$ cat config.mk
export PLATFORM = sky130hd
export DESIGN_NAME = rxfe_front
export DESIGN_NICKNAME = d
export VERILOG_FILES = /design/src/rtl/rxfe_pkg.sv /design/src/rtl/rxfe_ctrl.sv /design/src/rtl/rxfe_dcpath.sv /design/src/rtl/rxfe_datapath.sv /design/src/rtl/rxfe_front.sv
export SDC_FILE = /design/constraint.sdc
export NUM_CORES = 1
export LEC_CHECK = 0
export ABC_AREA = 0
export BUFFER_PORTS_ARGS = -buffer_cell sky130_fd_sc_hd__buf_2
export CAP_MARGIN = 20
export CORE_AREA = 2 2 121 123
export DETAILED_ROUTE_END_ITERATION = 6
export DIE_AREA = 0 0 123 125
export MAX_ROUTING_LAYER = met4
export PLACE_DENSITY = 0.76
export SLEW_MARGIN = 20
export SYNTH_ARGS = -nofsm -noshare
export SYNTH_HDL_FRONTEND = slang
export SYNTH_SLANG_ARGS = --single-unit
$ cat constraint.sdc
create_clock -name clk -period 5.76 [get_ports clk]
set_clock_uncertainty 0.1 [all_clocks]
set_input_delay 0.576 -clock clk [delete_from_list [all_inputs] [get_ports clk]]
set_output_delay 0.576 -clock clk [all_outputs]
set_load 0.03 [all_outputs]
$ cat src/rtl/rxfe_pkg.sv
package rxfe_pkg;

  // number of downconverter input lanes: 0 = I, 1 = Q
  localparam int LANES = 2;

  typedef enum logic [1:0] {
    CFG_MUX   = 2'd0,
    CFG_OFS_I = 2'd1,
    CFG_OFS_Q = 2'd2,
    CFG_NONE  = 2'd3
  } cfg_addr_e;

  typedef enum logic [1:0] {
    SRC_A     = 2'b00,
    SRC_B     = 2'b01,
    SRC_ZERO0 = 2'b10,
    SRC_ZERO1 = 2'b11
  } src_code_e;

  // strobes from control to datapath
  typedef struct packed {
    logic [LANES-1:0] loadAcc;   // preload integrator of a lane
  } dc_strobe_t;

endpackage

$ cat src/rtl/rxfe_ctrl.sv
module rxfe_ctrl
  import rxfe_pkg::*;
#(
  parameter int SAMPLE_W = 14,
  parameter int CFG_W    = 32
) (
  input  logic                               clk,
  input  logic                               rstN,
  input  logic                               cfgWrEn,
  input  logic [1:0]                         cfgAddr,
  input  logic [CFG_W-1:0]                   cfgWrData,
  output logic [LANES-1:0][1:0]              srcCode,
  output logic [LANES-1:0]                   fixedMode,
  output logic [LANES-1:0][SAMPLE_W-1:0]     fixedOff,
  output logic [SAMPLE_W-1:0]                loadVal,
  output dc_strobe_t                         strobe
);

  localparam int MODE_BIT = CFG_W - 1;
  localparam int SEL_W    = 2 * LANES;
  localparam logic [SEL_W-1:0] SEL_RESET = 4'b0100;

  logic modeReq;
  logic unusedCfgBits;

  assign modeReq       = cfgWrData[MODE_BIT];
  assign loadVal       = cfgWrData[SAMPLE_W-1:0];
  assign unusedCfgBits = ^cfgWrData[MODE_BIT-1:SAMPLE_W];

  // per-lane address match and preload strobe
  logic [LANES-1:0] laneHit;

  always_comb begin
    for (int l = 0; l < LANES; l++) begin
      laneHit[l]        = cfgWrEn && (cfgAddr == 2'(int'(CFG_OFS_I) + l));
      strobe.loadAcc[l] = laneHit[l] && modeReq;
    end
  end

  always_ff @(posedge clk) begin
    if (!rstN) begin
      srcCode   <= SEL_RESET;
      fixedMode <= '0;
      fixedOff  <= '0;
    end else begin
      if (cfgWrEn && (cfg_addr_e'(cfgAddr) == CFG_MUX)) begin
        srcCode <= cfgWrData[SEL_W-1:0];
      end
      for (int l = 0; l < LANES; l++) begin
        if (laneHit[l]) begin
          fixedMode[l] <= modeReq;
          if (modeReq) begin
            fixedOff[l] <= cfgWrData[SAMPLE_W-1:0];
          end
        end
      end
    end
  end

  AST_ONE_LOAD: assert property (@(posedge clk) disable iff (!rstN)
    $onehot0(strobe.loadAcc));

  AST_MUX_WRITE: assert property (@(posedge clk) disable iff (!rstN)
    (cfgWrEn && cfgAddr == 2'd0) |=> (srcCode == $past(cfgWrData[SEL_W-1:0])));

  AST_MODE_I: assert property (@(posedge clk) disable iff (!rstN)
    (cfgWrEn && cfgAddr == 2'd1) |=> (fixedMode[0] == $past(cfgWrData[MODE_BIT])));

  AST_MODE_Q_SEPARATE: assert property (@(posedge clk) disable iff (!rstN)
    (cfgWrEn && cfgAddr == 2'd1) |=> $stable(fixedMode[1]));

endmodule

$ cat src/rtl/rxfe_dcpath.sv
module rxfe_dcpath #(
  parameter int SAMPLE_W = 14,
  parameter int SHIFT    = 4
) (
  input  logic                       clk,
  input  logic                       rstN,
  input  logic signed [SAMPLE_W-1:0] sampleIn,
  input  logic                       sampleValid,
  input  logic                       fixedMode,
  input  logic signed [SAMPLE_W-1:0] fixedOff,
  input  logic                       loadAcc,
  input  logic        [SAMPLE_W-1:0] loadVal,
  output logic signed [SAMPLE_W-1:0] sampleOut
);

  localparam int ACC_W  = SAMPLE_W + SHIFT;
  localparam int DIFF_W = SAMPLE_W + 1;
  localparam logic signed [SAMPLE_W-1:0] MAX_V = {1'b0, {(SAMPLE_W-1){1'b1}}};
  localparam logic signed [SAMPLE_W-1:0] MIN_V = {1'b1, {(SAMPLE_W-1){1'b0}}};

  logic signed [ACC_W-1:0]    accQ;
  logic signed [SAMPLE_W-1:0] estimate;
  logic signed [SAMPLE_W-1:0] offsetSel;
  logic signed [DIFF_W-1:0]   diff;
  logic signed [SAMPLE_W-1:0] corrected;

  // estimate is the integer part of the integrator
  assign estimate  = accQ[ACC_W-1:SHIFT];
  assign offsetSel = fixedMode ? fixedOff : estimate;
  assign diff      = {sampleIn[SAMPLE_W-1], sampleIn} - {offsetSel[SAMPLE_W-1], offsetSel};

  // clamp on signed overflow of the one-bit-wider difference
  always_comb begin
    if (diff[DIFF_W-1] != diff[DIFF_W-2]) begin
      corrected = diff[DIFF_W-1] ? MIN_V : MAX_V;
    end else begin
      corrected = diff[SAMPLE_W-1:0];
    end
  end

  always_ff @(posedge clk) begin
    if (!rstN) begin
      accQ <= '0;
    end else if (loadAcc) begin
      accQ <= {loadVal, {SHIFT{1'b0}}};
    end else if (sampleValid && !fixedMode) begin
      accQ <= accQ + {{SHIFT{corrected[SAMPLE_W-1]}}, corrected};
    end
  end

  always_ff @(posedge clk) begin
    if (!rstN) begin
      sampleOut <= '0;
    end else if (sampleValid) begin
      sampleOut <= corrected;
    end
  end

  AST_NO_WRAP_POS: assert property (@(posedge clk) disable iff (!rstN)
    (sampleValid && !sampleIn[SAMPLE_W-1] && offsetSel[SAMPLE_W-1]) |=> !sampleOut[SAMPLE_W-1]);

  AST_NO_WRAP_NEG: assert property (@(posedge clk) disable iff (!rstN)
    (sampleValid && sampleIn[SAMPLE_W-1] && !offsetSel[SAMPLE_W-1]) |=> sampleOut[SAMPLE_W-1]);

  AST_FIXED_FROZEN: assert property (@(posedge clk) disable iff (!rstN)
    (fixedMode && !loadAcc) |=> $stable(accQ));

  AST_PRELOAD: assert property (@(posedge clk) disable iff (!rstN)
    loadAcc |=> (estimate == $signed($past(loadVal))));

  AST_OUT_HOLD: assert property (@(posedge clk) disable iff (!rstN)
    !sampleValid |=> $stable(sampleOut));

endmodule

$ cat src/rtl/rxfe_datapath.sv
module rxfe_datapath
  import rxfe_pkg::*;
#(
  parameter int SAMPLE_W = 14,
  parameter int SHIFT    = 4
) (
  input  logic                           clk,
  input  logic                           rstN,
  input  logic signed [SAMPLE_W-1:0]     adcA,
  input  logic signed [SAMPLE_W-1:0]     adcB,
  input  logic                           inValid,
  input  logic [LANES-1:0][1:0]          srcCode,
  input  logic [LANES-1:0]               fixedMode,
  input  logic [LANES-1:0][SAMPLE_W-1:0] fixedOff,
  input  logic [SAMPLE_W-1:0]            loadVal,
  input  dc_strobe_t                     strobe,
  output logic [LANES-1:0][SAMPLE_W-1:0] laneOut,
  output logic                           outValid
);

  for (genvar l = 0; l < LANES; l++) begin : g_lane
    logic signed [SAMPLE_W-1:0] picked;
    logic signed [SAMPLE_W-1:0] laneRes;

    always_comb begin
      case (src_code_e'(srcCode[l]))
        SRC_A:   picked = adcA;
        SRC_B:   picked = adcB;
        default: picked = '0;
      endcase
    end

    AST_ZERO_SOURCE: assert property (@(posedge clk) disable iff (!rstN)
      (inValid && srcCode[l][1] && fixedMode[l] && fixedOff[l] == '0) |=> (laneOut[l] == '0));

    rxfe_dcpath #(
      .SAMPLE_W(SAMPLE_W),
      .SHIFT   (SHIFT)
    ) dc_i (
      .clk        (clk),
      .rstN       (rstN),
      .sampleIn   (picked),
      .sampleValid(inValid),
      .fixedMode  (fixedMode[l]),
      .fixedOff   ($signed(fixedOff[l])),
      .loadAcc    (strobe.loadAcc[l]),
      .loadVal    (loadVal),
      .sampleOut  (laneRes)
    );

    assign laneOut[l] = laneRes;
  end

  always_ff @(posedge clk) begin
    if (!rstN) begin
      outValid <= 1'b0;
    end else begin
      outValid <= inValid;
    end
  end

  AST_VALID_LATENCY: assert property (@(posedge clk) disable iff (!rstN)
    inValid |=> outValid);

  AST_IDLE_QUIET: assert property (@(posedge clk) disable iff (!rstN)
    !inValid |=> !outValid);

endmodule

$ cat src/rtl/rxfe_front.sv
module rxfe_front
  import rxfe_pkg::*;
#(
  parameter int SAMPLE_W = 14,
  parameter int SHIFT    = 4,
  parameter int CFG_W    = 32
) (
  input  logic                       clk,
  input  logic                       rstN,
  input  logic                       cfgWrEn,
  input  logic [1:0]                 cfgAddr,
  input  logic [CFG_W-1:0]           cfgWrData,
  input  logic signed [SAMPLE_W-1:0] adcA,
  input  logic signed [SAMPLE_W-1:0] adcB,
  input  logic                       inValid,
  output logic signed [SAMPLE_W-1:0] outI,
  output logic signed [SAMPLE_W-1:0] outQ,
  output logic                       outValid
);

  logic [LANES-1:0][1:0]          srcCode;
  logic [LANES-1:0]               fixedMode;
  logic [LANES-1:0][SAMPLE_W-1:0] fixedOff;
  logic [SAMPLE_W-1:0]            loadVal;
  dc_strobe_t                     strobe;
  logic [LANES-1:0][SAMPLE_W-1:0] laneOut;

  rxfe_ctrl #(
    .SAMPLE_W(SAMPLE_W),
    .CFG_W   (CFG_W)
  ) ctrl_i (
    .clk      (clk),
    .rstN     (rstN),
    .cfgWrEn  (cfgWrEn),
    .cfgAddr  (cfgAddr),
    .cfgWrData(cfgWrData),
    .srcCode  (srcCode),
    .fixedMode(fixedMode),
    .fixedOff (fixedOff),
    .loadVal  (loadVal),
    .strobe   (strobe)
  );

  rxfe_datapath #(
    .SAMPLE_W(SAMPLE_W),
    .SHIFT   (SHIFT)
  ) dp_i (
    .clk      (clk),
    .rstN     (rstN),
    .adcA     (adcA),
    .adcB     (adcB),
    .inValid  (inValid),
    .srcCode  (srcCode),
    .fixedMode(fixedMode),
    .fixedOff (fixedOff),
    .loadVal  (loadVal),
    .strobe   (strobe),
    .laneOut  (laneOut),
    .outValid (outValid)
  );

  assign outI = laneOut[0];
  assign outQ = laneOut[1];

endmodule

==> summary.md, run 1 <==
| Metric | Value |
|---|---|
| Dpl ws | `-0.0885 ns` |
| I/O Pins | `95` |
| Final WL | `20.6 mm` |
| Reg power frac | `17.1%` |
| Vias in the first global route | `6,529` |
| Uppermost routed layer | `met4` |
| Final Setup Violations | `0` |
| Fin Setup TNS | `0 ns` |
| Worst min path class | `reg2reg` |
| Max Slew Vio Count | `0` |
| Initial drt markers | `574` |
| Vias per cell | `5.90` |
| Vias | `7,070` |
| Die Wd | `123 um` |
| Top cells by count, synth | `nand2_1, dfxtp_1, a21oi_1, nor2_1, o21ai_0` |
| Endpoints failing hold | `0` |
| Initial DRT Pass Iterations | `5` |
| Nets | `1,144` |
| Largest area contributor in the synthesized netlist | `dfxtp_1` |
| CORE AREA | `14,200 um^2` |
| Dpl hpwl | `15.8 mm` |
| Layout Cells excl Fill | `1,199` |
| Clock Latency Late Sink | `0.36 ns` |
| Fin crit period | `5.46 ns` |
| Drt wl/cell | `17.2 um` |
| Placer congestion estimate | `0.949` |
| DRC viols | `0` |
| Total gr overflow | `0` |
| Buffers on Ports | `77` |
| Clock transition at path regs | `0.07 ns` |
| Design area | `8420 um^2` |
| Root Buffer | `clkbuf_16` |
| Pint | `3.01 mW` |
| Placed Cells | `1,183` |
| Initial antenna violation count | `0` |
| Dpl cell area | `8070 um^2` |
| CP Data Required Time | `5.88 ns` |
| Number of synthesized register bits | `99` |
| Synth top area share | `27.2%` |
| Crit end category | `register` |
| Metal3 WL | `1.45 mm` |
| TritonCTS clock tree | `built` |
| EDFF count, synth | `0` |
| Die height | `125 um` |
| Power, Total | `5.66 mW` |
| Synth async-reset ratio | `0%` |
| Critical path class | `reg2reg` |
| First-pass GRT wire length | `32.5 mm` |
| Syn-to-layout area delta | `15.5%` |
| Top_reg_cell synth | `dfxtp_1` |
| Hold buffer count at cts | `0` |
| Switching Fraction | `46.8%` |
| Setup ws final | `0.297 ns` |
| Routed metal-1 wirelength | `9.87 mm` |
| Post-synth net total | `1,057` |
| Mapped Cells | `923` |
| Starting Density | `51.3%` |
| Largest cells by area after synthesis | `dfxtp_1, ha_1, mux2i_1` |
| Max_slew headroom | `29.3%` |
| Site Rows | `44` |
| GRT Util Overall | `27.7%` |
| Sw power | `2.65 mW` |
| H-tree levels | `3` |
| Cts repair resizes | `1` |
| Pwr/cell area | `672 nW/um^2` |
| Clock sink count | `99` |
| Worst Path Max Fanout | `8` |
| Startpoint Class | `register` |
| Comb pwr share | `70.9%` |
| CP arrival | `5.59 ns` |
| Post-route antenna net violation count | `0` |
| Largest net degree at the start of global routing | `51` |
| Clk pwr share | `12.0%` |
| Mean Syn Cell Area | `7.89 um^2` |
| Proportion of layout cells with a drive suffix above 1 | `17.4%` |
| Met2 routed WL | `8.90 mm` |
| Max Cap Viol | `0` |
| Post-Syn Area | `7290 um^2` |
| Worst-margin pin slew | `1.06 ns` |
| Clk buf depth | `2` |
| Post-synth cell types | `65` |
| Register area share after synthesis | `27.2%` |
| Fmax | `183 MHz` |
| Status | `finished, final reports clean` |
| DIE AREA | `15,400 um^2` |
| ANT cells | `0` |
| FILL cells | `1,282` |
| Pleak | `3.61 nW` |
| Clock buffer count from CTS | `9` |
| Postcts setup bufs | `0` |
| Worst IR drop on VDD | `286 uV` |
| Cell with the most instances after synthesis | `nand2_1` |
| Final Cycle Share | `94.8%` |
| Yosys warns | `0` |
## layout make-up
class | instances | area (um^2) | share of cell area, %
clock inverter | 6 | 87.6 | 1.04
inverter | 31 | 116 | 1.38
multi-input combinational | 749 | 5040 | 59.9
timing repair buffer | 120 | 721 | 8.56
sequential | 99 | 1980 | 23.6
tap | 184 | 230 | 2.73
clock buffer | 10 | 239 | 2.84
## sequential cells by signal, indices dropped and copies added, names as in the netlist
name / flops
ctrl_i.srcCode: 4
ctrl_i.fixedOff: 28
dp_i.outValid: 1
dp_i.g_lane.dc_i.accQ: 36
dp_i.g_lane.dc_i.sampleOut: 28
ctrl_i.fixedMode: 2
## metrics by stage
step | hold slack (ns) | util, %
after floorplan | 0.333 | -
after global placement | 0.340 | 56.8
after detailed placement | 0.344 | 56.8
after CTS | 0.355 | 59.1
after global routing | 0.375 | 59.3
final | 0.354 | 59.3
## path summary, 6_finish.rpt
kind         slack, ns  depth (start not counted)                      endpoint           startpoint
max reg2reg       0.30                         26  dp_i.g_lane[1].dc_i.accQ[16]    ctrl_i.srcCode[2]
max               0.30                         26  dp_i.g_lane[1].dc_i.accQ[16]    ctrl_i.srcCode[2]
min               0.35                          2           ctrl_i.fixedOff[25]  ctrl_i.fixedOff[25]
min reg2reg       0.35                          2           ctrl_i.fixedOff[25]  ctrl_i.fixedOff[25]
## layout by cell type, fill, tap and decap left out, types with 12 or more instances in the layout
cell,instances
xor2_1,19
inv_1,30
nor3_1,13
nand2_1,111
a21o_1,12
nor2b_1,14
o21a_1,14
buf_2,77
a21oi_1,95
ha_1,63
dfxtp_1,97
xnor2_1,26
a211oi_1,15
a21boi_0,13
nand3_1,13
o21ai_0,66
mux2i_1,61
buf_4,42
nor2_1,87
## routing by layer
metal | global-route usage, % | vias to the layer above
met3 | 3.01 | 34
met1 | 40.1 | 3309
li1 | - | 3462
met2 | 40.2 | 265
met5 | - | -
met4 | 9.22 | 0
## cell families (layout without fill, tap and decap cells)
family,after synthesis,after routing,synth area share [%]
buffers and inverters,75,167,3.88
XOR/XNOR,46,46,5.63
AO/OA/AOI/OAI,290,290,24.8
AND/OR/NAND/NOR,275,275,16.6
multiplexers,65,65,9.00
flip-flops,99,99,27.2
adder cells (fa/ha/maj),73,73,12.9
## critical path, stage by stage (launching register included)
cell and delay (ns):
dfxtp_2 0.40, mux2i_1 0.27, or2_2 0.18, inv_1 0.05, ha_1 0.28, nor2b_1 0.13
o21ai_1 0.14, a21boi_0 0.14, o2111ai_1 0.20, nand3_1 0.13, a31o_2 0.26, a21o_1 0.20
xor2_1 0.15, ha_1 0.37, nand2_2 0.14, o21ai_0 0.15, ha_2 0.28, inv_1 0.06
fa_1 0.41, nor2b_1 0.16, o21a_1 0.16, o21ai_2 0.08, a21oi_2 0.22, a311o_1 0.27
a31oi_1 0.12, xor2_1 0.18, o22ai_1 0.08
## power groups by stage
stage	Sequential (mW)	Combinational, mW	Clock [mW]
after global placement	0.975	3.81	0
after floorplan	1.08	2.59	0
after CTS	0.966	3.93	0.684
after global routing	0.985	4.42	0.715
final	0.966	4.01	0.680
after detailed placement	0.981	3.89	0
(Power assumes the default switching activity.)
==> run 2, diff against run 1 <==
Settings changed: GPL_TIMING_DRIVEN set to 0, HOLD_SLACK_MARGIN set to 0.15.
Clock period 5.76 ns to 4.9 ns, I/O delays scaled along.
==> run 2 against run 1 <==
Against the previous run:
- highest routed layer unchanged
- die area did not move
- largest power group unchanged
- non-clock buffer count grew 90
- largest cell class unchanged
- fmax rose by 3.8%
- register-to-register slack got worse by 0.66 ns
- power rose by 51%
- clock-buffer cell count shrank 1
- cell area grew 18%
- clock power increased by 7.4%
- the run now ends with design-rule violations, negative setup slack left
- combinational power up 66%
- flip-flop and latch count unchanged
==> summary.md, run 2 (same netlist as run 1, synthesis figures left out) <==
| Metric | Value |
|---|---|
| Critical path class | `reg2reg` |
| Final Setup Violations | `17` |
| Top flop regs | `dp_i.g_lane.dc_i.accQ: 36 flops, ctrl_i.fixedOff: 28 flops, dp_i.g_lane.dc_i.sampleOut: 28 flops` |
| Clock transition at path regs | `0.07 ns` |
| Buffers on Ports | `75` |
| Total gr overflow | `0` |
| Proportion of layout cells with a drive suffix above 1 | `32.9%` |
| Post-route antenna net violation count | `0` |
| Nets | `1,234` |
| First-pass GRT wire length | `36.5 mm` |
| DIE AREA | `15,400 um^2` |
| Pleak | `4.11 nW` |
| Site Rows | `44` |
| Pwr/cell area | `857 nW/um^2` |
| RSZ-0062 raised after global routing | `yes` |
| Final WL | `27.2 mm` |
| I/O Pins | `95` |
| CORE AREA | `14,200 um^2` |
| Vias in the first global route | `7,318` |
| WHS Path Cells | `3` |
| TritonCTS clock tree | `built` |
| Terminus of the critical flop-to-flop path | `dp_i.g_lane[1].dc_i.accQ[14]` |
| CP arrival | `5.39 ns` |
| Top reg by flops | `dp_i.g_lane.dc_i.accQ` |
| Die Wd | `123 um` |
| Clock sink count | `99` |
| Dpl hpwl | `17.0 mm` |
| Fmax | `190 MHz` |
| Failing checks | `design-rule violations, negative setup slack` |
| Uppermost routed layer | `met4` |
| Crit end category | `register` |
| Largest net degree at the start of global routing | `17` |
| Vias per cell | `6.39` |
| CP Data Required Time | `5.02 ns` |
| Worst min path class | `in2reg` |
| Hold path start | `cfgWrData[7]` |
| Max Slew Vio Count | `0` |
| Initial antenna violation count | `0` |
| Starting Density | `51.3%` |
| Startpoint Class | `register` |
| Hold worst-path end | `ctrl_i.fixedOff[7]` |
| Syn-to-layout area delta | `36.9%` |
| Crit Reg-Reg Startpoint | `ctrl_i.fixedMode[1]` |
| Clock buffer count from CTS | `9` |
| Worst-margin pin slew | `0.720 ns` |
| Setup crit start | `ctrl_i.fixedMode[1]` |
| Flop2flop setup slack | `-0.36 ns` |
| FILL cells | `1,003` |
| Final Cycle Share | `107%` |
| Endpoints failing hold | `0` |
| Met2 routed WL | `12.5 mm` |
| Vias | `8,243` |
| Max reg flops | `36` |
| Hold_ws | `0.316 ns` |
| Hold buffer count at cts | `0` |
| Placer congestion estimate | `0.999` |
| GRT Util Overall | `31.5%` |
| Fin Setup TNS | `-3.58 ns` |
| ANT cells | `0` |
| Clock Latency Late Sink | `0.36 ns` |
| Max_slew headroom | `52.0%` |
| Initial DRT Pass Iterations | `7` |
| Worst reg2reg path depth | `23` |
| Fin crit period | `5.26 ns` |
| Most frequent cells in the layout | `nand2_1, dfxtp_1, buf_4, nor2_1, a21oi_1` |
| Max Cap Viol | `0` |
| Clk buf depth | `2` |
| Status | `finished, violations left` |
| Metal3 WL | `2.78 mm` |
| Setup ws final | `-0.365 ns` |
| Root Buffer | `clkbuf_16` |
| Worst Path Max Fanout | `8` |
| Die height | `125 um` |
| DRC viols | `1` |
| Routed metal-1 wirelength | `10.6 mm` |
| H-tree levels | `3` |
| Initial drt markers | `1,070` |
| Worst IR drop on VDD | `370 uV` |
| Most common cell after layout, fill and taps aside | `nand2_1` |
| Drt wl/cell | `21.1 um` |
## run 2: how the worst max path moves through the flow
stage and endpoint:
4_1_cts dp_i.g_lane[1].dc_i.accQ[16], 2_1_floorplan dp_i.g_lane[0].dc_i.accQ[10], 5_1_grt dp_i.g_lane[1].dc_i.accQ[15], 3_3_place_gp dp_i.g_lane[1].dc_i.accQ[17], 3_5_place_dp dp_i.g_lane[1].dc_i.accQ[17], 6_report dp_i.g_lane[1].dc_i.accQ[14]
## run 2: power breakdown
part,internal (mW),switching (mW)
registers,1.01,0.172
logic,3.01,3.63
clock network,0.394,0.335
total,4.41,4.13
## run 2: critical path: stages, from the launching register on
cell and delay, ns:
dfxtp_2 0.33, buf_8 0.13, buf_12 0.13, clkbuf_4 0.20, buf_4 0.15, mux2i_4 0.26
ha_1 0.30, o21ai_0 0.19, nand2b_1 0.13, a31o_2 0.27, a21o_1 0.19, xor2_1 0.22
ha_1 0.29, buf_8 0.17, clkbuf_16 0.18, buf_4 0.15, o21ai_1 0.28, ha_1 0.34
and3_4 0.20, a311o_1 0.38, buf_4 0.15, a21oi_2 0.13, mux2i_1 0.18, o21ai_1 0.07
## run 2: layout make-up
cell class                 instances  area, um^2  area share, %
multi-input combinational        749        5920           59.3
sequential                        99        1990           20.0
timing repair buffer             169        1130           11.3
buffer                            41         287           2.87
tap                              184         230           2.31
clock buffer                       9         225           2.26
inverter                          31         124           1.24
clock inverter                     7        68.8          0.690
## run 2: repair_timing
item | 4_1_cts | 5_1_grt
resized for setup | 114 | 123
gates cloned | 0 | 2
endpoints found under the setup margin | 28 | 23
buffers inserted | 53 | 40
pin swaps | 59 | 86
## run 2: through the flow
step	instances	worst slack, ns	utilization, %	instance area, um^2	power, mW
floorplan	923	0.00140	-	7350	4.37
CTS	1250	-0.221	64.0	9090	6.99
global route	1289	-0.490	70.2	9970	9.01
finish	1289	-0.365	70.2	9970	8.54
detailed placement	1182	-1.13	56.0	7960	5.30
global placement	1182	-1.13	56.0	7960	5.22
## run 2: layer usage
metal	vias up	track usage, %
met3	147	4.24
met2	571	48.2
met4	0	13.2
met1	3868	41.6
met5	-	-
li1	3657	-
==> run 3, diff against run 2 <==
Settings changed: CORE_AREA 2 2 121 123 to 5 5 124 126, DIE_AREA 0 0 123 125 to 0 0 129 131, GPL_TIMING_DRIVEN 0 to not set.
==> run 3 against run 2 <==
Against the previous run:
- the run ends with negative setup slack left
- flip-flop and latch count stayed put
- clock power is 2% higher
- via count is 2.3% lower
- wire length is 4.9% lower
- hold slack worse by 0.015 ns
- sequential power hardly changed
- critical path type unchanged
- highest routed layer unchanged
==> summary.md, run 3 (same netlist as run 1, synthesis figures left out) <==
| Metric | Value |
|---|---|
| Status | `finished, violations left` |
| Failing checks | `negative setup slack` |
| TritonCTS clock tree | `built` |
| CORE AREA | `14,200 um^2` |
| Vias per cell | `5.91` |
| Met3 GRT Util | `4.59%` |
| Final Cycle Share | `103%` |
| Area of the multi-input gates | `5800 um^2` |
| Top flop regs | `dp_i.g_lane.dc_i.accQ: 36 flops, ctrl_i.fixedOff: 28 flops, dp_i.g_lane.dc_i.sampleOut: 28 flops` |
| Max Cap Viol | `0` |
| Worst IR drop on VDD | `387 uV` |
| Worst-margin pin slew | `0.866 ns` |
| Clock sink count | `99` |
| Buffers on Ports | `77` |
| Startpoint Class | `register` |
| Setup ws final | `-0.151 ns` |
| CP arrival | `5.17 ns` |
| Endpoints failing hold | `0` |
| Clock Latency Late Sink | `0.36 ns` |
| Max reg flops | `36` |
| Worst Path Max Fanout | `8` |
| Die Wd | `129 um` |
| Power, Total | `9.30 mW` |
| Initial DRT Pass Iterations | `5` |
| Vias | `8,056` |
| Critical path class | `reg2reg` |
| Root Buffer | `clkbuf_16` |
| Initial drt markers | `768` |
| Global-route met2 utilization | `44.5%` |
| Largest net degree at the start of global routing | `61` |
| CP Data Required Time | `5.02 ns` |
| Clock buffer count from CTS | `9` |
| Top reg by flops | `dp_i.g_lane.dc_i.accQ` |
| Final WL | `25.9 mm` |
| Busiest grt layer | `met2` |
| GRT met1 Usage | `38.3%` |
| DRC viols | `0` |
| Max Slew Vio Count | `0` |
| Nets | `1,307` |
| Fmax | `198 MHz` |
| Pleak | `4.52 nW` |
| Register Area | `1990 um^2` |
| Vias in the first global route | `7,453` |
| Most common cell after layout, fill and taps aside | `buf_4` |
| Starting Density | `51.3%` |
| DIE AREA | `16,900 um^2` |
| H-tree levels | `3` |
| First-pass GRT wire length | `37.0 mm` |
| Fin crit period | `5.05 ns` |
| Most frequent cells in the layout | `buf_4, nand2_1, dfxtp_1, nor2_1, buf_2` |
| Clock transition at path regs | `0.07 ns` |
| Total gr overflow | `0` |
| Placer congestion estimate | `0.977` |
| Dpl ws | `-0.519 ns` |
| ANT cells | `0` |
| Dpl hpwl | `17.2 mm` |
| Syn-to-layout area delta | `43.4%` |
| Site Rows | `44` |
| Proportion of layout cells with a drive suffix above 1 | `38.8%` |
| RSZ-0062 raised after global routing | `yes` |
| GRT Util Overall | `28.6%` |
| Max_slew headroom | `42.3%` |
| Drt wl/cell | `19.0 um` |
| Final Setup Violations | `11` |
| Pwr/cell area | `890 nW/um^2` |
| Clk buf depth | `2` |
| Initial antenna violation count | `0` |
| I/O Pins | `95` |
| FILL cells | `953` |
| Crit end category | `register` |
| Worst min path class | `in2reg` |
| Die height | `131 um` |
| Post-route antenna net violation count | `0` |
==> run 3: critical path: stages (launching register included) <==
cell and delay (ns):
dfxtp_4 0.44, mux2i_1 0.28, or2_4 0.17, inv_2 0.05, ha_4 0.23, nor2b_4 0.12, o21ai_2 0.17, a21boi_2 0.10
o2111ai_2 0.18, nand3_1 0.13, a31o_2 0.22, a21o_1 0.18, xor2_2 0.19, ha_4 0.27, buf_12 0.16, o21ai_4 0.15
ha_4 0.16, inv_2 0.04, fa_2 0.40, nor2b_1 0.12, o21a_1 0.18, o21ai_2 0.08, a21oi_2 0.16, a311o_1 0.26
a31oi_1 0.12, xor2_1 0.15, o22ai_1 0.08
==> run 3: final cells by class <==
| cell class | count | area share, % |
|---|---|---|
| Clock inverter | 7 | 0.706 |
| Multi-Input combinational cell | 749 | 55.5 |
| Sequential cell | 99 | 19.1 |
| Inverter | 31 | 1.14 |
| Timing Repair Buffer | 283 | 19.2 |
| Tap cell | 184 | 2.20 |
| Clock buffer | 9 | 2.15 |
==> run 3: metal layers <==
| layer | routed length [um] | share of wire, % | vias to the layer above |
|---|---|---|---|
| li1 | - | - | 3794 |
| met1 | 11000 | 42 | 3822 |
| met2 | 12100 | 47 | 376 |
| met3 | 2030 | 7.8 | 64 |
| met4 | 796 | 3.1 | 0 |
| met5 | 0 | 0 | - |
==> run 3: report_power, final <==
group          switching, mW  internal [mW]  leakage, nW  total, mW
sequential             0.151           1.01        0.816       1.16
combinational           3.71           3.69         3.56       7.40
clock                  0.346          0.399        0.146      0.745
==> run 3: timing repair <==
item                       4_1_cts  5_1_grt
pin swaps                       29       85
setup buffers                   19       18
hold buffers                     0        0
gates resized for setup         83      112
setup endpoints to repair       24       23
==> run 3: final timing paths <==
path | slack [ns] | cells past startpoint | startpoint | to
worst min register to register | 0.36 | 2 | ctrl_i.fixedOff[10] | ctrl_i.fixedOff[10]
worst min-delay path | 0.30 | 3 | cfgWrData[9] | ctrl_i.fixedOff[23]
worst max-delay path | -0.15 | 26 | ctrl_i.srcCode[2] | dp_i.g_lane[1].dc_i.accQ[16]
worst max register to register | -0.15 | 26 | ctrl_i.srcCode[2] | dp_i.g_lane[1].dc_i.accQ[16]
==> run 3: through the flow <==
step / area, um^2 / cells / util, % / TNS [ns] / hold WS (ns)
global route: 10500 / 1362 / 73.6 / -3.33 / 0.302
floorplan: 7350 / 923 / - / 0 / 0.333
detailed placement: 9060 / 1313 / 63.8 / -7.83 / 0.344
global placement: 9060 / 1313 / 63.8 / -5.41 / 0.339
finish: 10500 / 1362 / 73.6 / -0.858 / 0.301
CTS: 9820 / 1348 / 69.1 / -0.0480 / 0.294
